===== src/rtl/mcsr_pkg.sv =====
package mcsr_pkg;

    // Mode codes, decoded from the select input each cycle.
    typedef enum logic [2:0] {
        MODE_LOAD     = 3'b000,
        MODE_INVERT   = 3'b001,
        MODE_SHIFT_LO = 3'b010,
        MODE_SHIFT_HI = 3'b011,
        MODE_DOWN     = 3'b100,
        MODE_CLEAR    = 3'b101,
        MODE_UP       = 3'b110,
        MODE_HOLD     = 3'b111
    } mode_e;

endpackage


===== src/rtl/mcsr_mode_decode.sv =====
module mcsr_mode_decode
    import mcsr_pkg::*;
(
    input  logic [2:0] sel,
    input  logic       cnt_en_n,
    input  logic       chain_en_n,
    output mode_e      mode,
    output logic       count_go
);

    always_comb begin
        mode     = mode_e'(sel);
        // counting needs both active-low enables asserted
        count_go = ~cnt_en_n & ~chain_en_n;
    end

endmodule


===== src/rtl/mcsr_next.sv =====
module mcsr_next
    import mcsr_pkg::*;
#(
    parameter int WIDTH = 4
) (
    input  mode_e            mode,
    input  logic             count_go,
    input  logic             ser_lo_src,
    input  logic             ser_hi_src,
    input  logic [WIDTH-1:0] preset,
    input  logic [WIDTH-1:0] cur,
    output logic [WIDTH-1:0] nxt
);

    localparam logic [WIDTH-1:0] ONE = WIDTH'(1);

    always_comb begin
        unique case (mode)
            MODE_LOAD:     nxt = preset;
            MODE_INVERT:   nxt = ~cur;
            MODE_SHIFT_LO: nxt = {ser_lo_src, cur[WIDTH-1:1]};
            MODE_SHIFT_HI: nxt = {cur[WIDTH-2:0], ser_hi_src};
            MODE_DOWN:     nxt = count_go ? cur - ONE : cur;
            MODE_CLEAR:    nxt = '0;
            MODE_UP:       nxt = count_go ? cur + ONE : cur;
            MODE_HOLD:     nxt = cur;
        endcase
    end

endmodule


===== src/rtl/mcsr_term.sv =====
module mcsr_term
    import mcsr_pkg::*;
#(
    parameter int WIDTH = 4
) (
    input  mode_e            mode,
    input  logic             chain_en_n,
    input  logic [WIDTH-1:0] cur,
    output logic             term_n
);

    logic at_top;
    logic at_bottom;

    always_comb begin
        at_top    = &cur;
        at_bottom = ~|cur;
        unique case (mode)
            MODE_LOAD,
            MODE_INVERT:   term_n = 1'b0;
            MODE_SHIFT_LO,
            MODE_SHIFT_HI: term_n = cur[WIDTH-1];
            MODE_DOWN:     term_n = ~(~chain_en_n & at_bottom);
            MODE_UP:       term_n = ~(~chain_en_n & at_top);
            MODE_CLEAR,
            MODE_HOLD:     term_n = 1'b1;
        endcase
    end

endmodule


===== src/rtl/mcsr_top.sv =====
module mcsr_top
    import mcsr_pkg::*;
#(
    parameter int WIDTH = 4
) (
    input  logic             clk,
    input  logic             mrst,
    input  logic [2:0]       sel,
    input  logic             cnt_en_n,
    input  logic             chain_en_n,
    input  logic             ser_msb_in,
    input  logic [WIDTH-1:0] preset,
    output logic [WIDTH-1:0] q,
    output logic [WIDTH-1:0] q_n,
    output logic             term_n
);

    mode_e            mode;
    logic             count_go;
    logic [WIDTH-1:0] q_nxt;
    logic [WIDTH-1:0] q_reg;

    mcsr_mode_decode u_decode (
        .sel        (sel),
        .cnt_en_n   (cnt_en_n),
        .chain_en_n (chain_en_n),
        .mode       (mode),
        .count_go   (count_go)
    );

    mcsr_next #(.WIDTH(WIDTH)) u_next (
        .mode       (mode),
        .count_go   (count_go),
        .ser_lo_src (ser_msb_in),
        .ser_hi_src (chain_en_n),
        .preset     (preset),
        .cur        (q_reg),
        .nxt        (q_nxt)
    );

    mcsr_term #(.WIDTH(WIDTH)) u_term (
        .mode       (mode),
        .chain_en_n (chain_en_n),
        .cur        (q_reg),
        .term_n     (term_n)
    );

    // state register, asynchronous clear
    always_ff @(posedge clk or posedge mrst) begin
        if (mrst) q_reg <= '0;
        else      q_reg <= q_nxt;
    end

    // outputs
    always_comb begin
        q   = q_reg;
        q_n = ~q_reg;
    end

    p_load_r1: assert property (@(posedge clk) disable iff (mrst)
        (mode == MODE_LOAD) |=> (q == $past(preset)));

    p_invert_r2: assert property (@(posedge clk) disable iff (mrst)
        (mode == MODE_INVERT) |=> (q == ~$past(q)));

    p_shift_lo_r3: assert property (@(posedge clk) disable iff (mrst)
        (mode == MODE_SHIFT_LO) |=> (q == {$past(ser_msb_in), $past(q[WIDTH-1:1])}));

    p_shift_hi_r4: assert property (@(posedge clk) disable iff (mrst)
        (mode == MODE_SHIFT_HI) |=> (q == {$past(q[WIDTH-2:0]), $past(chain_en_n)}));

    p_count_up_r5: assert property (@(posedge clk) disable iff (mrst)
        (mode == MODE_UP && !cnt_en_n && !chain_en_n) |=> (q == WIDTH'($past(q) + 1'b1)));

    p_count_down_r6: assert property (@(posedge clk) disable iff (mrst)
        (mode == MODE_DOWN && !cnt_en_n && !chain_en_n) |=> (q == WIDTH'($past(q) - 1'b1)));

    p_count_gated_r7: assert property (@(posedge clk) disable iff (mrst)
        ((mode == MODE_UP || mode == MODE_DOWN) && (cnt_en_n || chain_en_n)) |=> $stable(q));

    p_clear_r8: assert property (@(posedge clk) disable iff (mrst)
        (mode == MODE_CLEAR) |=> (q == '0));

    p_hold_r8: assert property (@(posedge clk) disable iff (mrst)
        (mode == MODE_HOLD) |=> $stable(q));

    p_term_shift_r10: assert property (@(posedge clk) disable iff (mrst)
        (mode == MODE_SHIFT_LO || mode == MODE_SHIFT_HI) |-> (term_n == q[WIDTH-1]));

    p_reset_clears_r11: assert property (@(posedge clk)
        mrst |-> (q == '0));

    p_complement_r12: assert property (@(posedge clk)
        (q ^ q_n) == '1);

endmodule


===== config.mk =====
export PLATFORM = sky130hd
export DESIGN_NAME = mcsr_top
export DESIGN_NICKNAME = d
export VERILOG_FILES = /design/src/rtl/mcsr_pkg.sv /design/src/rtl/mcsr_mode_decode.sv /design/src/rtl/mcsr_next.sv /design/src/rtl/mcsr_term.sv /design/src/rtl/mcsr_top.sv
export SDC_FILE = /design/constraint.sdc
export NUM_CORES = 1
export LEC_CHECK = 0
export CORE_MARGIN = 3
export CORE_UTILIZATION = 42
export DETAILED_ROUTE_END_ITERATION = 8
export GPL_ROUTABILITY_DRIVEN = 0
export PLACE_DENSITY = 0.77
export SLEW_MARGIN = 20
export SYNTH_ARGS = -nofsm -noshare
export SYNTH_HDL_FRONTEND = slang
export SYNTH_HIERARCHICAL = 1
export SYNTH_SLANG_ARGS = --single-unit

===== constraint.sdc =====
create_clock -name clk -period 2.5 [get_ports clk]
set_input_delay 0.5 -clock clk [delete_from_list [all_inputs] [get_ports clk]]
set_output_delay 0.5 -clock clk [all_outputs]
set_load 0.01 [all_outputs]

# Word-level counts from Yosys, hierarchy flattened
# Index checks and enable logic that the tools add are counted.
# word_totals
ramBits	0
latch_bits	0
rom_bits	0
n_memories	0
ff_bits	4
in_bits	12
# op_classes
n_mux	4
n_div	0
add_sub_neg	2
bitwise	9
multipliers	0
n_reduce_logical	8
n_eq_ne	9
shifts	0
order_cmp	0
# ops
op	count
4-bit one-hot mux with 7 select lines	1
3-bit equality test, second input constant	4
4-bit two-way mux	2
3-bit by 2-bit equality test with 1-bit output, second input constant	2
2-bit OR reduction	3
1-bit NOT	5
1-bit one-hot mux with 5 select lines	1
4-bit by 1-bit adder with 4-bit output, second input constant	1
2-bit by 1-bit inequality test with 1-bit output, second input constant	2
4-bit NOT	1
4-bit AND reduction	1
4-bit OR reduction	1
4-bit by 1-bit subtractor with 4-bit output, second input constant	1
1-bit AND	3
3-bit by 1-bit equality test with 1-bit output, second input constant	1
3-bit logical NOT	1
3-bit AND reduction	1
1-bit logical NOT	1

# Longest topological paths before layout
# logic_depth
ltp_word	5
mapped_depth	7
ltp_nobuf	6

# Hierarchy
# The synthesis kept the hierarchy.
# modules_own_cells
module	instances	area_each_um2	cells_each
mcsr_next	1	381.6	54
mcsr_top	1	118.9	9
mcsr_term	1	37.5	7
mcsr_mode_decode	1	26.3	4

# Worst setup path before layout
# OpenSTA, ideal clock, no wires.
# synth_path
path_kind	input to register
start	input port chain_en_n
end	register q_reg[3], in the netlist q[3]
path_slack_ns	0.542
setup_time_ns	0.063
stages	6
arrival_time_ns	1.895
t_required_ns	2.437
cell_sequence	nor2_1 > buf_4 > or4b_1 > or4_1 > a31oi_1 > o22a_2
# synth_via
elab_chain_cells	4
# synth_lines
element	line	source
from (decl)	mcsr_top.sv:10	input logic chain_en_n,
1-bit NOT (*)	mcsr_mode_decode.sv:14	count_go = ~cnt_en_n & ~chain_en_n;
1-bit AND (*)	mcsr_mode_decode.sv:14	
2-bit by 1-bit inequality test with 1-bit output (no source line)	n/a	
3-bit AND reduction (no source line) (*)	n/a	
to (signal assigned)	mcsr_top.sv:51	else q_reg <= q_nxt;
to (decl)	mcsr_top.sv:21	logic [WIDTH-1:0] q_reg;
# Mark *: on every way between the ends. The rest lies on a longest branch, timed or not.
# A chain may end at the register's enable or synchronous reset.

# Worst setup path in the final report
# layout_path
start	input port sel[1]
end	output port term_n
# layout_via
elab_chain_cells	3
# layout_lines
element	line	source
from (decl)	mcsr_top.sv:8	input logic [2:0] sel,
3-bit equality test, or another cell as far along	mcsr_term.sv:18	unique case (mode)
2-bit OR reduction	mcsr_term.sv:18	
1-bit one-hot mux with 5 select lines (*)	mcsr_term.sv:18	
to (decl)	mcsr_top.sv:15	output logic term_n
# Marked as above.

==> flow_summary.ini <==
[routing]
topRoutingLayerUsed = met3
drc = 0
vias = 642
viasPerCell = 5.78
dr_wl_met2_um = 751
first_iter_violations = 10
ant_nets = 0
finalWirelength_um = 1510
wl_met3_um = 93
dr.pass1.iters = 4
met1_length_um = 664
wl_per_cell_um = 13.6

[clock_network]
cts_tree = built
cts_htree_levels = 1
clkLatencyLatePin_ns = 0.24
post_cts_resized = 1
clk_path_buf_depth = 2
cts_buffers = 3
clk_pin_slew_ns = 0.04
cts_sinks = 4
hold_buffers = 0
cts-root-buf = clkbuf_4
post_cts_buffers = 0

[power_and_ir_drop]
leakage_nw = 0.358
p_int_uw = 242
p_comb_share_pct = 56.3
ir_drop_mv = 0.391
p_clk_share_pct = 21.7
p_sw_uw = 137
p_per_area_mw_per_mm2 = 467
p_sw_share_pct = 36.2
power_frac_seq_pct = 22.0

[sta]
period_minus_slack_ns = 2.45
relSlewSlack_pct = 75.1
rsz0062_at_grt = no
setup_violations = 0
tightestPinTransition_ns = 0.369
clock.fmax_ghz = 0.408
final_hold_viol_count = 0
fin_crit_sh_pct = 97.9
clock_skew_ns = 0.00603
finalWorstSetupSlack_ns = 0.0519
slew_viol_final = 0

[final_layout]
instances_no_fill = 111
antenna_cells = 0
n_fill_cell = 107
seq_area_um2 = 100
areaGrowthSynthToFinish_pct = 43.9
drive_gt1_share_pct = 12.4
largest_reg_flops = 4
final_nets = 113
multi_input_area_um2 = 379

[run_status]
status = finished clean

[place]
io_buffers = 20
dpl.hpwl_um = 1120
pre_cts_slack_ns = -0.137
placedCellCount = 108

[worst_setup_path]
cp_max_fo = 2
cp_slowest_stage_delay_ns = 0.50
rr_startpoint = q[0]
critical_path_buf_inv_count = 2
cp.required_ns = 2.00
cp_slowest_cell = or4_1
crit_arrival_ns = 1.95
reg2reg_slack_ns = 0.57
crit_path_end_kind = output port
crit_start = sel[1]
cp-start-kind = input pin
path_cells = clkdlybuf4s50_1, or4_1, o22ai_1, a21oi_1, dlygate4sd2_1
rr_endpoint = q[3]
critPathKind = in -> out
r2r_cells = 5
critPathTopFamily = buffers and inverters

[synth]
synth_top_area_share_pct = 17.7
synthDistinctLibCells = 34
yosysTopAreaCell = dfrtp_1
yosys_register_bits = 4
avgSynthCellArea_um2 = 7.63
synthTopCellsByArea = dfrtp_1 (18%), buf_4 (6.7%), inv_1 (6.0%)
yosysWarnings = 6
syn_inst = 74
netlist_area_um2 = 564
synth_nets = 88
synth-seq-area-share_pct = 17.7

[global_routing]
antenna_found_initial = 0
grt_pass1_vias = 607
grt_pass1_wl_um = 2690
grt_overflow_total = 0
grt_use_total_pct = 19.4
grt_max_degree = 21

[die]
core_area_mm2 = 0.00119
initial_core_util_pct = 47.6
dieArea_mm2 = 0.00182
fp-row-count = 12
fp.dieW_um = 42.7
die_y_um = 42.7
io_pins = 21

[worst_hold_path]
hold_path.class = in -> async

[job]
maxCapViolCount = 0
## synthesized netlist by cell type
| library cell | instances |
|---|---|
| a211oi_1 | 1 |
| a21boi_0 | 1 |
| a21oi_1 | 4 |
| a2bb2oi_1 | 1 |
| a31oi_1 | 2 |
| a41oi_1 | 1 |
| and4b_1 | 1 |
| buf_2 | 2 |
| buf_4 | 5 |
| clkbuf_1 | 1 |
| dfrtp_1 | 4 |
| ha_1 | 2 |
| inv_1 | 9 |
| mux2i_1 | 3 |
| mux4_1 | 1 |
| nand2_1 | 4 |
| nand2b_1 | 1 |
| nand3_1 | 2 |
| nand4_1 | 2 |
| nand4b_1 | 1 |
| nor2_1 | 6 |
| nor3_1 | 2 |
| nor3b_1 | 2 |
| o211a_1 | 1 |
| o21ai_0 | 4 |
| o221ai_1 | 1 |
| o22a_2 | 1 |
| o22ai_1 | 1 |
| o311ai_0 | 1 |
| o31ai_1 | 1 |
| o41ai_1 | 1 |
| or4_1 | 2 |
| or4b_1 | 1 |
| xor2_1 | 2 |
## cells by family after synthesis
| group | Yosys count | share of synthesized area, % |
|---|---|---|
| multiplexers | 4 | 9.98 |
| AND/OR/NAND/NOR | 24 | 23.9 |
| flip-flops | 4 | 17.7 |
| buffers and inverters | 17 | 15.1 |
| adder cells (fa/ha/maj) | 2 | 4.43 |
| AO/OA/AOI/OAI | 21 | 25.7 |
| XOR/XNOR | 2 | 3.10 |
## how the worst max path moves through the flow
stage | slack (ns) | cells past startpoint | endpoint
global route | 0.03 | 5 | term_n
floorplan | 0.54 | 6 | q[3]
global placement | -0.12 | 5 | term_n
CTS | 0.06 | 5 | term_n
detailed placement | -0.14 | 5 | term_n
finish | 0.05 | 5 | term_n
## cells in the final DEF (no fill, tap or decap), drive strengths merged, types with 2 or more instances in the layout
master / count
clkdlybuf4s50: 19
a21oi: 4
mux2i: 3
or4: 2
inv: 9
nor2: 6
clkbuf: 3
xor2: 2
buf: 8
dfrtp: 4
nor3: 2
nand4: 2
nand3: 2
o21ai: 4
ha: 2
nor3b: 2
nand2: 4
a31oi: 2
## worst register-to-register path, cell delays in order, from the launching register on
cell and delay, ns:
dfrtp_1 0.37, buf_4 0.18, or4b_1 0.55, or4_1 0.44
a31oi_1 0.18, o22a_2 0.16
## area by class of cell
class,count,share of cell area [%]
Clock buffer,3,2.77
Inverter,9,4.16
Multi-Input combinational cell,53,46.7
Sequential cell,4,12.3
Tap cell,14,2.16
Timing Repair Buffer,28,31.9
## stage by stage
step	total power, mW	cell area, um^2	hold WS (ns)	util [%]	setup TNS, ns
after floorplan	0.196	564	0.266	-	0
after global placement	0.294	791	0.691	66.7	-0.118
after detailed placement	0.299	791	0.694	66.7	-0.137
after CTS	0.384	812	0.436	68.5	0
after global routing	0.411	812	0.462	68.5	0
final	0.379	812	0.437	68.5	0
## power by group through the flow
stage          clock network (mW)  logic [mW]  registers, mW
2_1_floorplan                   0      0.0910          0.105
5_1_grt                    0.0926       0.234         0.0842
3_5_place_dp                    0       0.214         0.0846
4_1_cts                    0.0854       0.215         0.0837
3_3_place_gp                    0       0.209         0.0847
6_report                   0.0822       0.214         0.0834
## per-layer routing
metal,vias up,global-route usage (%)
li1,320,-
met1,304,22.8
met2,18,32.0
met3,0,7.63
met4,0,5.59
met5,-,0
(Power assumes the default switching activity.)
